===== src/rtl/flash_rewrite_pkg.sv =====
// Shared constants for the flash rewrite-mode control block.
// Assumes a 16-bit bus and byte addressing.
package flash_rewrite_pkg;
    localparam int DATA_W   = 16;
    localparam int CMD_W    = 8;
    // Control register bit positions (software-visible layout)
    localparam int RDY_BIT  = 0;
    localparam int RWM_BIT  = 1;
    localparam int FRST_BIT = 3;
    localparam int USR_BIT  = 5;
    // Area register bit position
    localparam int AREA_BIT = 1;
endpackage


===== src/rtl/rwm_seq.sv =====
// Control register core: rewrite-mode entry guard, flash reset bit and user-area bit.
// Assumes wr_ctrl is a single-cycle qualified write to the control register.
module rwm_seq (
    input  logic clk,
    input  logic rst_n,
    input  logic wr_ctrl,
    input  logic wd_rwm,
    input  logic wd_frst,
    input  logic wd_usr,
    output logic rewrite_on,
    output logic flash_rst,
    output logic user_bit
);
    logic armed_q;

    // Purpose: track the 0-then-1 entry sequence and update the control bits.
    always_ff @(posedge clk) begin
        if (!rst_n) begin
            armed_q    <= 1'b0;
            rewrite_on <= 1'b0;
            flash_rst  <= 1'b0;
            user_bit   <= 1'b0;
        end else if (wr_ctrl) begin
            armed_q  <= ~wd_rwm;
            user_bit <= wd_usr;
            if (!wd_rwm) begin
                rewrite_on <= 1'b0;
            end else if (armed_q) begin
                rewrite_on <= 1'b1;
            end
            if (!wd_frst) begin
                flash_rst <= 1'b0;
            end else if (rewrite_on) begin
                flash_rst <= 1'b1;
            end
        end
    end
endmodule


===== src/rtl/area_settle.sv =====
// Area-select register with a settling counter that blocks access after a change.
// Assumes wr_area is a single-cycle qualified write to the area register.
module area_settle #(
    parameter int SETTLE_CYC = 50,
    localparam int CNT_W = $clog2(SETTLE_CYC + 1)
) (
    input  logic clk,
    input  logic rst_n,
    input  logic wr_area,
    input  logic sel_in,
    output logic area_sel,
    output logic settled
);
    logic [CNT_W-1:0] wait_q;

    // Purpose: load the wait on a real change, otherwise count down to zero.
    always_ff @(posedge clk) begin
        if (!rst_n) begin
            area_sel <= 1'b0;
            wait_q   <= '0;
        end else if (wr_area && (sel_in != area_sel)) begin
            area_sel <= sel_in;
            wait_q   <= CNT_W'(SETTLE_CYC);
        end else if (wait_q != '0) begin
            wait_q <= wait_q - 1'b1;
        end
    end

    // Purpose: report the end of the settling window.
    always_comb settled = (wait_q == '0);
endmodule


===== src/rtl/cmd_gate.sv =====
// Command qualifier: passes even-address flash-window writes as a one-cycle strobe.
// Assumes enable already combines rewrite mode and the settled state.
module cmd_gate #(
    parameter int CMD_W = 8
) (
    input  logic             clk,
    input  logic             rst_n,
    input  logic             wr,
    input  logic             in_window,
    input  logic             addr_lsb,
    input  logic             enable,
    input  logic [CMD_W-1:0] data,
    output logic             cmd_valid,
    output logic [CMD_W-1:0] cmd_code
);
    // Purpose: register the strobe and capture the command byte.
    always_ff @(posedge clk) begin
        if (!rst_n) begin
            cmd_valid <= 1'b0;
            cmd_code  <= '0;
        end else begin
            cmd_valid <= wr && in_window && !addr_lsb && enable;
            if (wr && in_window && !addr_lsb && enable) begin
                cmd_code <= data;
            end
        end
    end
endmodule


===== src/rtl/flash_rewrite_ctl.sv =====
// Top of the flash rewrite-mode control block: address decode, register read-back,
// and the access gating outputs. Assumes one bus operation per cycle at most.
module flash_rewrite_ctl #(
    parameter int          ADDR_W     = 16,
    parameter logic [15:0] CTRL_ADDR  = 16'h0040,
    parameter logic [15:0] AREA_ADDR  = 16'h0042,
    parameter int          SETTLE_CYC = 50
) (
    input  logic                                clk,
    input  logic                                rst_n,
    input  logic [ADDR_W-1:0]                   bus_addr,
    input  logic [flash_rewrite_pkg::DATA_W-1:0] bus_wdata,
    input  logic                                bus_wr,
    input  logic                                bus_rd,
    input  logic                                flash_busy,
    input  logic                                boot_strap,
    output logic [flash_rewrite_pkg::DATA_W-1:0] rd_data,
    output logic                                cmd_valid,
    output logic [flash_rewrite_pkg::CMD_W-1:0]  cmd_code,
    output logic                                flash_rst,
    output logic                                area_sel,
    output logic                                user_region,
    output logic                                access_ok
);
    import flash_rewrite_pkg::*;

    logic hit_ctrl, hit_area, in_window;
    logic rewrite_on, user_bit, settled;
    logic [DATA_W-1:0] ctrl_view, area_view;
    logic unused_wdata;

    // Purpose: decode register and flash-window addresses.
    always_comb begin
        hit_ctrl  = (bus_addr == ADDR_W'(CTRL_ADDR));
        hit_area  = (bus_addr == ADDR_W'(AREA_ADDR));
        in_window = bus_addr[ADDR_W-1];
    end

    assign unused_wdata = ^bus_wdata;

    rwm_seq u_seq (
        .clk        (clk),
        .rst_n      (rst_n),
        .wr_ctrl    (bus_wr && hit_ctrl),
        .wd_rwm     (bus_wdata[RWM_BIT]),
        .wd_frst    (bus_wdata[FRST_BIT]),
        .wd_usr     (bus_wdata[USR_BIT]),
        .rewrite_on (rewrite_on),
        .flash_rst  (flash_rst),
        .user_bit   (user_bit)
    );

    area_settle #(.SETTLE_CYC(SETTLE_CYC)) u_area (
        .clk      (clk),
        .rst_n    (rst_n),
        .wr_area  (bus_wr && hit_area),
        .sel_in   (bus_wdata[AREA_BIT]),
        .area_sel (area_sel),
        .settled  (settled)
    );

    cmd_gate #(.CMD_W(CMD_W)) u_cmd (
        .clk       (clk),
        .rst_n     (rst_n),
        .wr        (bus_wr),
        .in_window (in_window),
        .addr_lsb  (bus_addr[0]),
        .enable    (rewrite_on && settled),
        .data      (bus_wdata[CMD_W-1:0]),
        .cmd_valid (cmd_valid),
        .cmd_code  (cmd_code)
    );

    // Purpose: assemble the software view of both registers.
    always_comb begin
        ctrl_view           = '0;
        ctrl_view[RDY_BIT]  = ~flash_busy;
        ctrl_view[RWM_BIT]  = rewrite_on;
        ctrl_view[FRST_BIT] = flash_rst;
        ctrl_view[USR_BIT]  = user_bit;
        area_view           = '0;
        area_view[AREA_BIT] = area_sel;
    end

    // Purpose: register read data on a read strobe.
    always_ff @(posedge clk) begin
        if (!rst_n) begin
            rd_data <= '0;
        end else if (bus_rd) begin
            rd_data <= hit_ctrl ? ctrl_view : (hit_area ? area_view : '0);
        end
    end

    // Purpose: derive code-area choice and direct-access permission.
    always_comb begin
        user_region = !boot_strap || user_bit;
        access_ok   = !rewrite_on && settled;
    end
endmodule


===== config.mk =====
export PLATFORM = sky130hd
export DESIGN_NAME = flash_rewrite_ctl
export DESIGN_NICKNAME = d
export VERILOG_FILES = /design/src/rtl/flash_rewrite_pkg.sv /design/src/rtl/rwm_seq.sv /design/src/rtl/area_settle.sv /design/src/rtl/cmd_gate.sv /design/src/rtl/flash_rewrite_ctl.sv
export SDC_FILE = /design/constraint.sdc
export NUM_CORES = 1
export LEC_CHECK = 0
export BUFFER_PORTS_ARGS = -buffer_cell sky130_fd_sc_hd__buf_4
export CORE_MARGIN = 4
export CORE_UTILIZATION = 40
export DETAILED_ROUTE_END_ITERATION = 10
export PLACE_DENSITY = 0.82
export SETUP_SLACK_MARGIN = 0.05
export SYNTH_ARGS = -nofsm -noshare
export SYNTH_HDL_FRONTEND = slang
export SYNTH_HIERARCHICAL = 1
export SYNTH_SLANG_ARGS = --single-unit

===== constraint.sdc =====
create_clock -name clk -period 2 [get_ports clk]
set_clock_uncertainty 0.1 [all_clocks]
set_input_delay 0.1 -clock clk [delete_from_list [all_inputs] [get_ports clk]]
set_output_delay 0.1 -clock clk [all_outputs]
set_load 0.01 [all_outputs]

; ---- Word-level counts from Yosys, hierarchy flattened
; Index checks and enable logic that the tools add are counted.
[op_classes]
n_reduce_logical = 18
addsub = 1
n_mux = 8
n_eq_ne = 5
bitwise_logic = 3
[ops]
columns = operator, count
row1 = $eq 16x7->1 const B, 2
row2 = $mux 6, 3
row3 = $logic_and 1x1->1, 8
row4 = $logic_not 6->1, 1
row5 = $reduce_bool 6->1, 1
row6 = $sub 6x1->6 const B, 1
row7 = $mux 1, 4
row8 = $ne 2x1->1 const B, 2
row9 = $reduce_and 2->1, 2
row10 = $logic_not 1->1, 3
row11 = $not 1->1, 3
row12 = $mux 2, 1
row13 = $reduce_bool 2->1, 1
row14 = $reduce_or 2->1, 1
row15 = $logic_or 1x1->1, 1
row16 = $ne 1x1->1, 1
[word_totals]
inputBits = 38
wordCells = 45
register_bits = 36

; ---- Longest topological paths before layout
; Gate-level depths: netlist of run 1.
[depth]
ltp_word = 4
mapped_depth = 9
mapped_depth_nobuf = 8

; ---- By module
; The synthesis of run 1 kept the hierarchy.
[by_module_without_submodules]
columns = module, area_per_inst_um2, seq_area_each_um2, n_inst, cells_per_inst
row1 = flash_rewrite_ctl, 397.9, 80.1, 1, 45
row2 = cmd_gate, 364.1, 180.2, 1, 38
row3 = area_settle, 354.1, 140.1, 1, 39
row4 = rwm_seq, 148.9, 80.1, 1, 15

; ---- Worst setup path before layout of run 1
; OpenSTA, ideal clock, no wires.
[synth_path]
path_type = reg-to-reg
start = register u_area.wait_q[2]
end = register u_cmd.cmd_code[0]
path_slack_ns = 0.157
setup_time_ns = 0.072
stages_incl_launch_ff = 8
t_arrival_ns = 1.671
cell_sequence = dfxtp_1 or3_4 or2_2 inv_1 and2_1 and4b_1 buf_6 mux2i_1
[synth_via]
elab_chain_len = 3
[synth_lines]
columns = element, line
row1 = start: declaration, area_settle.sv:14  ; logic [CNT_W-1:0] wait_q;
row2 = start signal: assignment, area_settle.sv:23  ; wait_q <= CNT_W'(SETTLE_CYC);
row3 = start signal: assignment, area_settle.sv:25  ; wait_q <= wait_q - 1'b1;
row4 = $logic_not 6->1, area_settle.sv:30  ; always_comb settled = (wait_q == '0);
row5 = via settled, flash_rewrite_ctl.sv:28  ; logic rewrite_on, user_bit, settled;
row6 = $logic_and 1x1->1, flash_rewrite_ctl.sv:68  ; .enable (rewrite_on && settled),
row7 = $logic_and 1x1->1, cmd_gate.sv:23  ; if (wr && in_window && !addr_lsb && enable) begin
row8 = end signal: assignment, cmd_gate.sv:24  ; cmd_code <= data;
row9 = end: declaration, cmd_gate.sv:14  ; output logic [CMD_W-1:0] cmd_code
; The timed path passes the listed nets, and every way through them passes these cells.
; A chain may end at the register's enable or synchronous reset.

; ---- Final worst setup path of run 1
[layout_path]
start = register u_area.wait_q[2]
end = register u_cmd.cmd_code[1]
; Same word-level chain as after synthesis.

==> impl_metrics.prom, run 1 <==
# TYPE chip_impl_metric gauge
chip_impl_info{name="run_status",value="finished clean"} 1
chip_impl_info{name="holdCritPathClass",value="primary input to register"} 1
chip_impl_metric{name="setup_total_negative_slack",unit="ps"} 0
chip_impl_metric{name="drt_pass1_iterations",unit=""} 4
chip_impl_metric{name="timing.critical_path.depth",unit=""} 7
chip_impl_info{name="clockRootBuffer",value="sky130_fd_sc_hd__clkbuf_4"} 1
chip_impl_metric{name="power.net_switching",unit="W"} 0.000451
chip_impl_metric{name="antenna_found_initial",unit=""} 0
chip_impl_metric{name="hold_path_depth",unit=""} 4
chip_impl_metric{name="vias",unit=""} 1141
chip_impl_metric{name="port_buffers",unit=""} 46
chip_impl_metric{name="final_critical_path_setup_slack",unit="ps"} 80.1
chip_impl_metric{name="skew_pair_late_insertion_delay",unit="ps"} 310
chip_impl_metric{name="syn_inst",unit=""} 137
chip_impl_metric{name="drt-initial-drc-count",unit=""} 74
chip_impl_metric{name="synth.lib_cells_used.distinct",unit=""} 37
chip_impl_info{name="synthDominantAreaCellType",value="sky130_fd_sc_hd__dfxtp_1"} 1
chip_impl_metric{name="core_area",unit="um2"} 3030
chip_impl_metric{name="chipHeight",unit="um"} 64.2
chip_impl_metric{name="worst-r2r-cell-count",unit=""} 7
chip_impl_metric{name="clockBufferDepth",unit=""} 2
chip_impl_metric{name="layout.filler_cells",unit=""} 262
chip_impl_metric{name="power.share.sequential",unit=""} 0.385
chip_impl_metric{name="avgSynthCellArea",unit="um2"} 9.23
chip_impl_metric{name="path_max_fanout",unit=""} 5
chip_impl_metric{name="cts_max_level",unit=""} 1
chip_impl_metric{name="seq_area_frac_synth",unit=""} 0.380
chip_impl_metric{name="max_freq",unit="MHz"} 521
chip_impl_metric{name="p_leak",unit="nW"} 0.799
chip_impl_metric{name="ys_async_sr_fraction",unit=""} 0
chip_impl_metric{name="worst-endpoint-arrival",unit="ps"} 2070
chip_impl_metric{name="drv.max_cap_violation_count",unit=""} 0
chip_impl_metric{name="floorplan.initialDensity",unit=""} 0.418
chip_impl_info{name="rr_endpoint",value="u_cmd/cmd_code[1]"} 1
chip_impl_metric{name="ys.warnings.count",unit=""} 6
chip_impl_metric{name="total_grt_usage",unit=""} 0.140
chip_impl_metric{name="r2r_setup_slack",unit="ps"} 80
chip_impl_metric{name="totalWireLength",unit="um"} 2910
chip_impl_info{name="critical-path-slowest-cell",value="sky130_fd_sc_hd__or3_4"} 1
chip_impl_metric{name="worst-endpoint-required",unit="ps"} 2150
chip_impl_metric{name="grt.overflow.total",unit=""} 0
chip_impl_metric{name="post-layout-total-power",unit="W"} 0.00147
chip_impl_metric{name="sw_frac_of_total",unit=""} 0.306
chip_impl_info{name="post_synth_top_flop",value="sky130_fd_sc_hd__dfxtp_1"} 1
chip_impl_metric{name="setup_viol",unit=""} 0
chip_impl_metric{name="drive_above_1_share",unit=""} 0.358
chip_impl_info{name="timing.critical_path.from_type",value="register"} 1
chip_impl_metric{name="cts_buffer_count",unit=""} 3
chip_impl_metric{name="via_count_of_the_first_global_routing_pass",unit=""} 1063
chip_impl_info{name="min-delay-start",value="bus_addr[10]"} 1
chip_impl_metric{name="antenna_left",unit=""} 0
chip_impl_metric{name="remaining_drc_errors",unit=""} 0
chip_impl_metric{name="cp_num_buf_inv",unit=""} 2
chip_impl_info{name="ys_top_cells_by_area",value="sky130_fd_sc_hd__dfxtp_1 38%, sky130_fd_sc_hd__mux2i_1 7.9%, sky130_fd_sc_hd__buf_4 7.7%, sky130_fd_sc_hd__nand2_1 5.6%, sky130_fd_sc_hd__nand3b_1 3.6%"} 1
chip_impl_metric{name="detailed_route_wire_length_per_cell",unit="um"} 11.9
chip_impl_metric{name="area_growth_syn_to_layout",unit="%"} 44.7
chip_impl_metric{name="final_critical_period",unit="ps"} 1920
chip_impl_metric{name="netlist.area_leader.share",unit=""} 0.380
chip_impl_info{name="grt_setup_unrepaired",value="yes"} 1
chip_impl_metric{name="timing_hold_violations_final",unit=""} 0
chip_impl_metric{name="synth_edf_count",unit=""} 0
chip_impl_metric{name="die_footprint",unit="um2"} 4130
chip_impl_metric{name="cellPowerDensity",unit="nW/um2"} 805
chip_impl_metric{name="stdcell_area",unit="um2"} 1830
chip_impl_metric{name="boundaryPins",unit=""} 67
chip_impl_metric{name="synthesis.area",unit="um2"} 1260
chip_impl_info{name="worst_setup_path_end_kind",value="register"} 1
chip_impl_metric{name="placed_area",unit="um2"} 1630
chip_impl_metric{name="die_width",unit="um"} 64.2
chip_impl_metric{name="final-max-slew-violation-count",unit=""} 0
chip_impl_info{name="cts_tree",value="yes"} 1
chip_impl_metric{name="vias_per_cell",unit=""} 4.66
chip_impl_metric{name="floorplan.rows",unit=""} 20
chip_impl_metric{name="routabilityCongestion",unit=""} 0.806
chip_impl_metric{name="pin_count_of_the_biggest_net_entering_global_routing",unit=""} 33
chip_impl_info{name="critical_path.cell_chain",value="or3_4 > or2_4 > inv_2 > and2_1 > and4b_2 > buf_12 > mux2i_1"} 1
chip_impl_info{name="timing.rr.start",value="u_area/wait_q[2]"} 1
chip_impl_metric{name="vdd.ir_drop.worst",unit="uV"} 443
chip_impl_metric{name="slowest_delay",unit="ps"} 380
chip_impl_metric{name="antenna_cells_inserted",unit=""} 0
chip_impl_metric{name="hpwlAfterDp",unit="um"} 2020
chip_impl_metric{name="power_frac_clock",unit=""} 0.171
chip_impl_metric{name="dp_worst_setup_slack",unit="ps"} 43.8
chip_impl_info{name="worst_hold_path.endpoint",value="rd_data[3]"} 1
chip_impl_metric{name="p_int",unit="W"} 0.00102
chip_impl_metric{name="finalNetCount",unit=""} 241
chip_impl_info{name="worst-setup-path-type",value="register to register"} 1
chip_impl_metric{name="post-route-util",unit=""} 0.605
chip_impl_metric{name="postSynthRegisterBits",unit=""} 24
chip_impl_metric{name="clk_transition_reported_paths",unit="ps"} 130
chip_impl_metric{name="comb_power_share",unit=""} 0.444
chip_impl_metric{name="clkSinkCount",unit=""} 24
chip_impl_info{name="worst_path_dominant_cell_family",value="simple AND/OR/NAND/NOR gates"} 1
chip_impl_metric{name="grt_first_pass_wirelength",unit="um"} 4630
chip_impl_metric{name="finalCritPeriodShare",unit=""} 0.960
-- cell usage after synthesis (2+ instances only) --
library cell               count
sky130_fd_sc_hd__dfxtp_1      24
sky130_fd_sc_hd__nand2_1      19
sky130_fd_sc_hd__buf_4        13
sky130_fd_sc_hd__mux2i_1      10
sky130_fd_sc_hd__inv_1         6
sky130_fd_sc_hd__nand3b_1      6
sky130_fd_sc_hd__nand2b_1      5
sky130_fd_sc_hd__nor2_1        4
sky130_fd_sc_hd__nor3_1        4
sky130_fd_sc_hd__o21ai_1       4
sky130_fd_sc_hd__a21oi_1       3
sky130_fd_sc_hd__nand3_1       3
sky130_fd_sc_hd__nor2b_1       3
sky130_fd_sc_hd__o21ai_0       3
sky130_fd_sc_hd__xor2_1        3
sky130_fd_sc_hd__a31oi_1       2
sky130_fd_sc_hd__and4_1        2
sky130_fd_sc_hd__and4b_1       2
sky130_fd_sc_hd__nor4_4        2
sky130_fd_sc_hd__or2_2         2
-- tightest hold or removal path: stages --
cell and delay (ps):
sky130_fd_sc_hd__buf_4 90, sky130_fd_sc_hd__nor4_4 40, sky130_fd_sc_hd__nand4_2 100, sky130_fd_sc_hd__o21ai_1 70
-- routing by layer --
metal	global-route usage	vias up	wire length, um
met2	0.243	45	1380
met1	0.159	515	1220
met3	0.0562	4	289
met5	0	-	0
met4	0.0396	0	27
li1	-	577	-
-- metrics by stage --
stage / hold slack, ps / cells
final: 15.3 / 245
after global routing: 26.6 / 245
after CTS: 4.13 / 244
after detailed placement: 259 / 226
after global placement: 249 / 226
after floorplan: 142 / 148
-- final cells by class --
type	count	area (um2)	share of cell area
clock buffers	4	36.3	0.0198
inverters	6	22.5	0.0123
multi-input cells	102	689	0.377
flip-flops and latches	24	482	0.263
well taps	44	55.1	0.0301
repair buffers	65	546	0.298
-- registers in the layout (all words and copies together) (netlist names) --
register / count
u_seq/armed_q: 1
u_cmd/cmd_code: 8
u_cmd/cmd_valid: 1
rd_data: 4
u_area/area_sel: 1
u_seq/rewrite_on: 1
u_area/wait_q: 6
u_seq/flash_rst: 1
u_seq/user_bit: 1
-- cells by family after synthesis --
kind of cell,synth area share
other,0.00296
muxes,0.0880
AOI/OAI and AO/OA,0.0564
xor gates and xnor gates,0.0208
and+or+nand+nor,0.329
buffers and inverters,0.113
adders and majority gates,0.00989
DFF,0.380
-- worst max path at each step --
stage	from	to	slack, ps
floorplan	u_area/wait_q[2]	u_cmd/cmd_code[0]	160
global placement	u_area/wait_q[4]	u_cmd/cmd_code[2]	50
detailed placement	u_area/wait_q[4]	u_cmd/cmd_code[6]	40
CTS	u_area/wait_q[4]	u_cmd/cmd_code[1]	50
global route	u_area/wait_q[4]	u_cmd/cmd_code[5]	-9
finish	u_area/wait_q[2]	u_cmd/cmd_code[1]	80
-- power by group through the flow --
stage               Sequential, W  Clock [W]  Combinational [W]
global route             0.000573   0.000281           0.000716
floorplan                0.000580          0           0.000340
finish                   0.000568   0.000253           0.000654
detailed placement       0.000578          0           0.000536
CTS                      0.000568   0.000263           0.000591
global placement         0.000577          0           0.000518
-- cells in the final DEF, fill, tap and decap left out, types with 2 or more instances in the layout --
cell type / count
sky130_fd_sc_hd__conb_1: 12
sky130_fd_sc_hd__nor3_1: 4
sky130_fd_sc_hd__nand2b_1: 5
sky130_fd_sc_hd__nand3b_1: 6
sky130_fd_sc_hd__nor4_4: 2
sky130_fd_sc_hd__buf_4: 52
sky130_fd_sc_hd__xor2_1: 3
sky130_fd_sc_hd__dlygate4sd3_1: 11
sky130_fd_sc_hd__nand3_1: 3
sky130_fd_sc_hd__inv_1: 5
sky130_fd_sc_hd__o21ai_0: 3
sky130_fd_sc_hd__and4_1: 2
sky130_fd_sc_hd__nor2_1: 4
sky130_fd_sc_hd__a31oi_1: 2
sky130_fd_sc_hd__nand2_1: 19
sky130_fd_sc_hd__nor2b_1: 3
sky130_fd_sc_hd__clkbuf_4: 3
sky130_fd_sc_hd__mux2i_1: 10
sky130_fd_sc_hd__o21ai_1: 4
sky130_fd_sc_hd__dfxtp_1: 23
sky130_fd_sc_hd__a21oi_1: 3
-- repair_timing --
action | CTS | global route
endpoints found under the hold margin | 16 | 0
hold buffers | 12 | 0
cloned | 1 | 0
pin swaps | 1 | 2
endpoints found under the setup margin | 9 | 10
buffers inserted | 1 | 2
gates resized for setup | 4 | 3
Power figures use the tool's default switching activity.
==> run 2, diff against run 1 <==
Settings changed: PLACE_DENSITY 0.82 to 0.81.
==> run 2 against run 1 <==
First-iteration DRC count shrank 66%. Critical endpoint unchanged. Sequential share of layout area shrank 0.34 points. Fmax shrank 0.31%. Critical path depth is the same. Highest routed layer unchanged. Flip-flop and latch count is the same. Design area grew 1.8%. Setup slack lost 6.0 ps. Non-clock buffer count is the same. Routed wire length grew 3.3%. Utilization grew 1.1 points. Register-to-register slack is essentially flat.
==> impl_metrics.prom, run 2 (synthesis gave the netlist of run 1 again) <==
# TYPE chip_impl_metric gauge
chip_impl_metric{name="pin_count_of_the_biggest_net_entering_global_routing",unit=""} 33
chip_impl_info{name="min-delay-start",value="bus_addr[10]"} 1
chip_impl_metric{name="post-route-util",unit=""} 0.616
chip_impl_info{name="run_status",value="finished clean"} 1
chip_impl_metric{name="hold_path_depth",unit=""} 4
chip_impl_metric{name="r2r_setup_slack",unit="ps"} 70
chip_impl_metric{name="drv.max_cap_violation_count",unit=""} 0
chip_impl_metric{name="layoutNonFillerInstCount",unit=""} 245
chip_impl_metric{name="cellPowerDensity",unit="nW/um2"} 840
chip_impl_info{name="layout.cells.most_common",value="sky130_fd_sc_hd__buf_4"} 1
chip_impl_metric{name="clockBufferDepth",unit=""} 2
chip_impl_info{name="timing.critical_path.from_type",value="register"} 1
chip_impl_metric{name="multiInputGateArea",unit="um2"} 699
chip_impl_metric{name="setup_total_negative_slack",unit="ps"} 0
chip_impl_metric{name="floorplan.rows",unit=""} 20
chip_impl_metric{name="core_area",unit="um2"} 3030
chip_impl_info{name="most-common-layout-cells",value="51 x sky130_fd_sc_hd__buf_4, 21 x sky130_fd_sc_hd__dfxtp_1, 19 x sky130_fd_sc_hd__nand2_1"} 1
chip_impl_metric{name="timing_hold_violations_final",unit=""} 0
chip_impl_info{name="clockRootBuffer",value="sky130_fd_sc_hd__clkbuf_4"} 1
chip_impl_metric{name="grt_first_pass_wirelength",unit="um"} 4780
chip_impl_info{name="rr_endpoint",value="u_cmd/cmd_code[1]"} 1
chip_impl_metric{name="routabilityCongestion",unit=""} 0.801
chip_impl_metric{name="path_max_fanout",unit=""} 5
chip_impl_metric{name="worst-endpoint-required",unit="ps"} 2150
chip_impl_metric{name="sw_frac_of_total",unit=""} 0.293
chip_impl_metric{name="power.share.sequential",unit=""} 0.366
chip_impl_info{name="cts_tree",value="yes"} 1
chip_impl_info{name="holdCritPathClass",value="primary input to register"} 1
chip_impl_metric{name="placed_area",unit="um2"} 1630
chip_impl_metric{name="via_count_of_the_first_global_routing_pass",unit=""} 1057
chip_impl_metric{name="cts_buffer_count",unit=""} 3
chip_impl_metric{name="finalCritPeriodShare",unit=""} 0.963
chip_impl_metric{name="area_growth_syn_to_layout",unit="%"} 47.4
chip_impl_metric{name="totalWireLength",unit="um"} 3010
chip_impl_metric{name="vias_per_cell",unit=""} 4.56
chip_impl_metric{name="clk_transition_reported_paths",unit="ps"} 130
chip_impl_metric{name="largest_register_ff_count",unit=""} 8
chip_impl_metric{name="clkSinkCount",unit=""} 24
chip_impl_metric{name="comb_power_share",unit=""} 0.412
chip_impl_metric{name="remaining_drc_errors",unit=""} 0
chip_impl_metric{name="hpwlAfterDp",unit="um"} 2040
chip_impl_metric{name="finalNetCount",unit=""} 241
chip_impl_metric{name="die_width",unit="um"} 64.2
chip_impl_metric{name="antenna_cells_inserted",unit=""} 0
chip_impl_metric{name="worst-endpoint-arrival",unit="ps"} 2080
chip_impl_metric{name="max_freq",unit="MHz"} 519
chip_impl_metric{name="power_frac_clock",unit=""} 0.222
chip_impl_metric{name="vias",unit=""} 1117
chip_impl_metric{name="power.net_switching",unit="W"} 0.000459
chip_impl_info{name="max_flop_register",value="u_cmd/cmd_code"} 1
chip_impl_metric{name="total_grt_usage",unit=""} 0.145
chip_impl_metric{name="final_critical_period",unit="ps"} 1930
chip_impl_metric{name="die_footprint",unit="um2"} 4130
chip_impl_metric{name="stdcell_area",unit="um2"} 1860
chip_impl_metric{name="p_int",unit="W"} 0.00111
chip_impl_metric{name="drt-initial-drc-count",unit=""} 25
chip_impl_metric{name="final-max-slew-violation-count",unit=""} 0
chip_impl_metric{name="vdd.ir_drop.worst",unit="uV"} 499
chip_impl_metric{name="grt.overflow.total",unit=""} 0
chip_impl_metric{name="drive_above_1_share",unit=""} 0.363
chip_impl_metric{name="port_buffers",unit=""} 46
chip_impl_info{name="timing.rr.start",value="u_area/wait_q[2]"} 1
chip_impl_metric{name="grt_use_met1",unit=""} 0.171
chip_impl_info{name="worst_setup_path_end_kind",value="register"} 1
chip_impl_metric{name="layout.filler_cells",unit=""} 264
chip_impl_metric{name="floorplan.initialDensity",unit=""} 0.418
chip_impl_metric{name="cts_max_level",unit=""} 1
chip_impl_metric{name="drt_pass1_iterations",unit=""} 4
chip_impl_info{name="grt_setup_unrepaired",value="yes"} 1
chip_impl_metric{name="dpl.cell_count",unit=""} 226
chip_impl_metric{name="grt_util_met3",unit=""} 0.0457
chip_impl_metric{name="worst-r2r-cell-count",unit=""} 7
chip_impl_info{name="worst-setup-path-type",value="register to register"} 1
chip_impl_metric{name="skew_pair_late_insertion_delay",unit="ps"} 310
chip_impl_metric{name="p_leak",unit="nW"} 0.806
chip_impl_metric{name="antenna_left",unit=""} 0
chip_impl_info{name="reg.largest.list",value="u_cmd/cmd_code (8), u_area/wait_q (6), rd_data (4)"} 1
chip_impl_metric{name="grt_util_met2",unit=""} 0.259
chip_impl_info{name="globalRoute.busiestLayer",value="met2"} 1
chip_impl_info{name="worst_hold_path.endpoint",value="rd_data[5]"} 1
chip_impl_metric{name="boundaryPins",unit=""} 67
chip_impl_metric{name="setup_viol",unit=""} 0
chip_impl_metric{name="chipHeight",unit="um"} 64.2
chip_impl_metric{name="final-seq-area",unit="um2"} 484
chip_impl_metric{name="antenna_found_initial",unit=""} 0
chip_impl_metric{name="detailed_route_wire_length_per_cell",unit="um"} 12.3
-- run 2: worst max path at each step --
stage | startpoint | endpoint | slack, ps | cells past startpoint
after floorplan | u_area/wait_q[2] | u_cmd/cmd_code[0] | 160 | 7
after global placement | u_area/wait_q[4] | u_cmd/cmd_code[2] | 60 | 7
after CTS | u_area/wait_q[4] | u_cmd/cmd_code[1] | 40 | 7
after global routing | u_area/wait_q[2] | u_cmd/cmd_code[2] | 3 | 7
final | u_area/wait_q[2] | u_cmd/cmd_code[1] | 70 | 7
after detailed placement | u_area/wait_q[4] | u_cmd/cmd_code[1] | 70 | 7
-- run 2: area by class of cell --
class	count	area share
clock buffers	3	0.0121
clock inverters	1	0.0161
inverters	6	0.0121
multi-input cells	102	0.375
flip-flops and latches	24	0.260
well taps	44	0.0295
repair buffers	65	0.295
-- run 2: metal layers --
metal	wire length, um	part of all wire
met2	1490	0.49
met1	1240	0.41
met5	0	0
met3	265	0.088
met4	13	0.0043
-- run 2: power by group through the flow --
| stage | Combinational, W | Sequential (W) | Clock [W] |
|---|---|---|---|
| after floorplan | 0.000340 | 0.000580 | 0 |
| after global placement | 0.000520 | 0.000577 | 0 |
| after detailed placement | 0.000536 | 0.000577 | 0 |
| after CTS | 0.000590 | 0.000568 | 0.000359 |
| after global routing | 0.000719 | 0.000578 | 0.000381 |
| final | 0.000646 | 0.000573 | 0.000348 |
-- run 2: critical path: stages, from the launching register on --
cell                      delay, ps
sky130_fd_sc_hd__dfxtp_2        340
sky130_fd_sc_hd__or3_4          380
sky130_fd_sc_hd__or2_4          240
sky130_fd_sc_hd__inv_2           50
sky130_fd_sc_hd__and2_1         100
sky130_fd_sc_hd__and4b_2        310
sky130_fd_sc_hd__buf_12         140
sky130_fd_sc_hd__mux2i_1        180
-- run 2: what timing repair did --
| action | CTS | global route |
|---|---|---|
| setup endpoints to repair | 9 | 10 |
| hold buffers | 12 | 0 |
| gates resized for setup | 4 | 5 |
| pin swaps | 0 | 2 |
| buffers inserted | 1 | 1 |
| gates cloned | 1 | 0 |
| endpoints found under the hold margin | 14 | 0 |
-- run 2: metrics by stage --
stage	hold WS [ps]	power [W]	setup WS, ps
global placement	249	0.00110	60.3
detailed placement	260	0.00111	66.3
global route	5.63	0.00168	3.30
CTS	5.00	0.00152	40.2
finish	7.44	0.00157	74.1
floorplan	142	0.000920	157
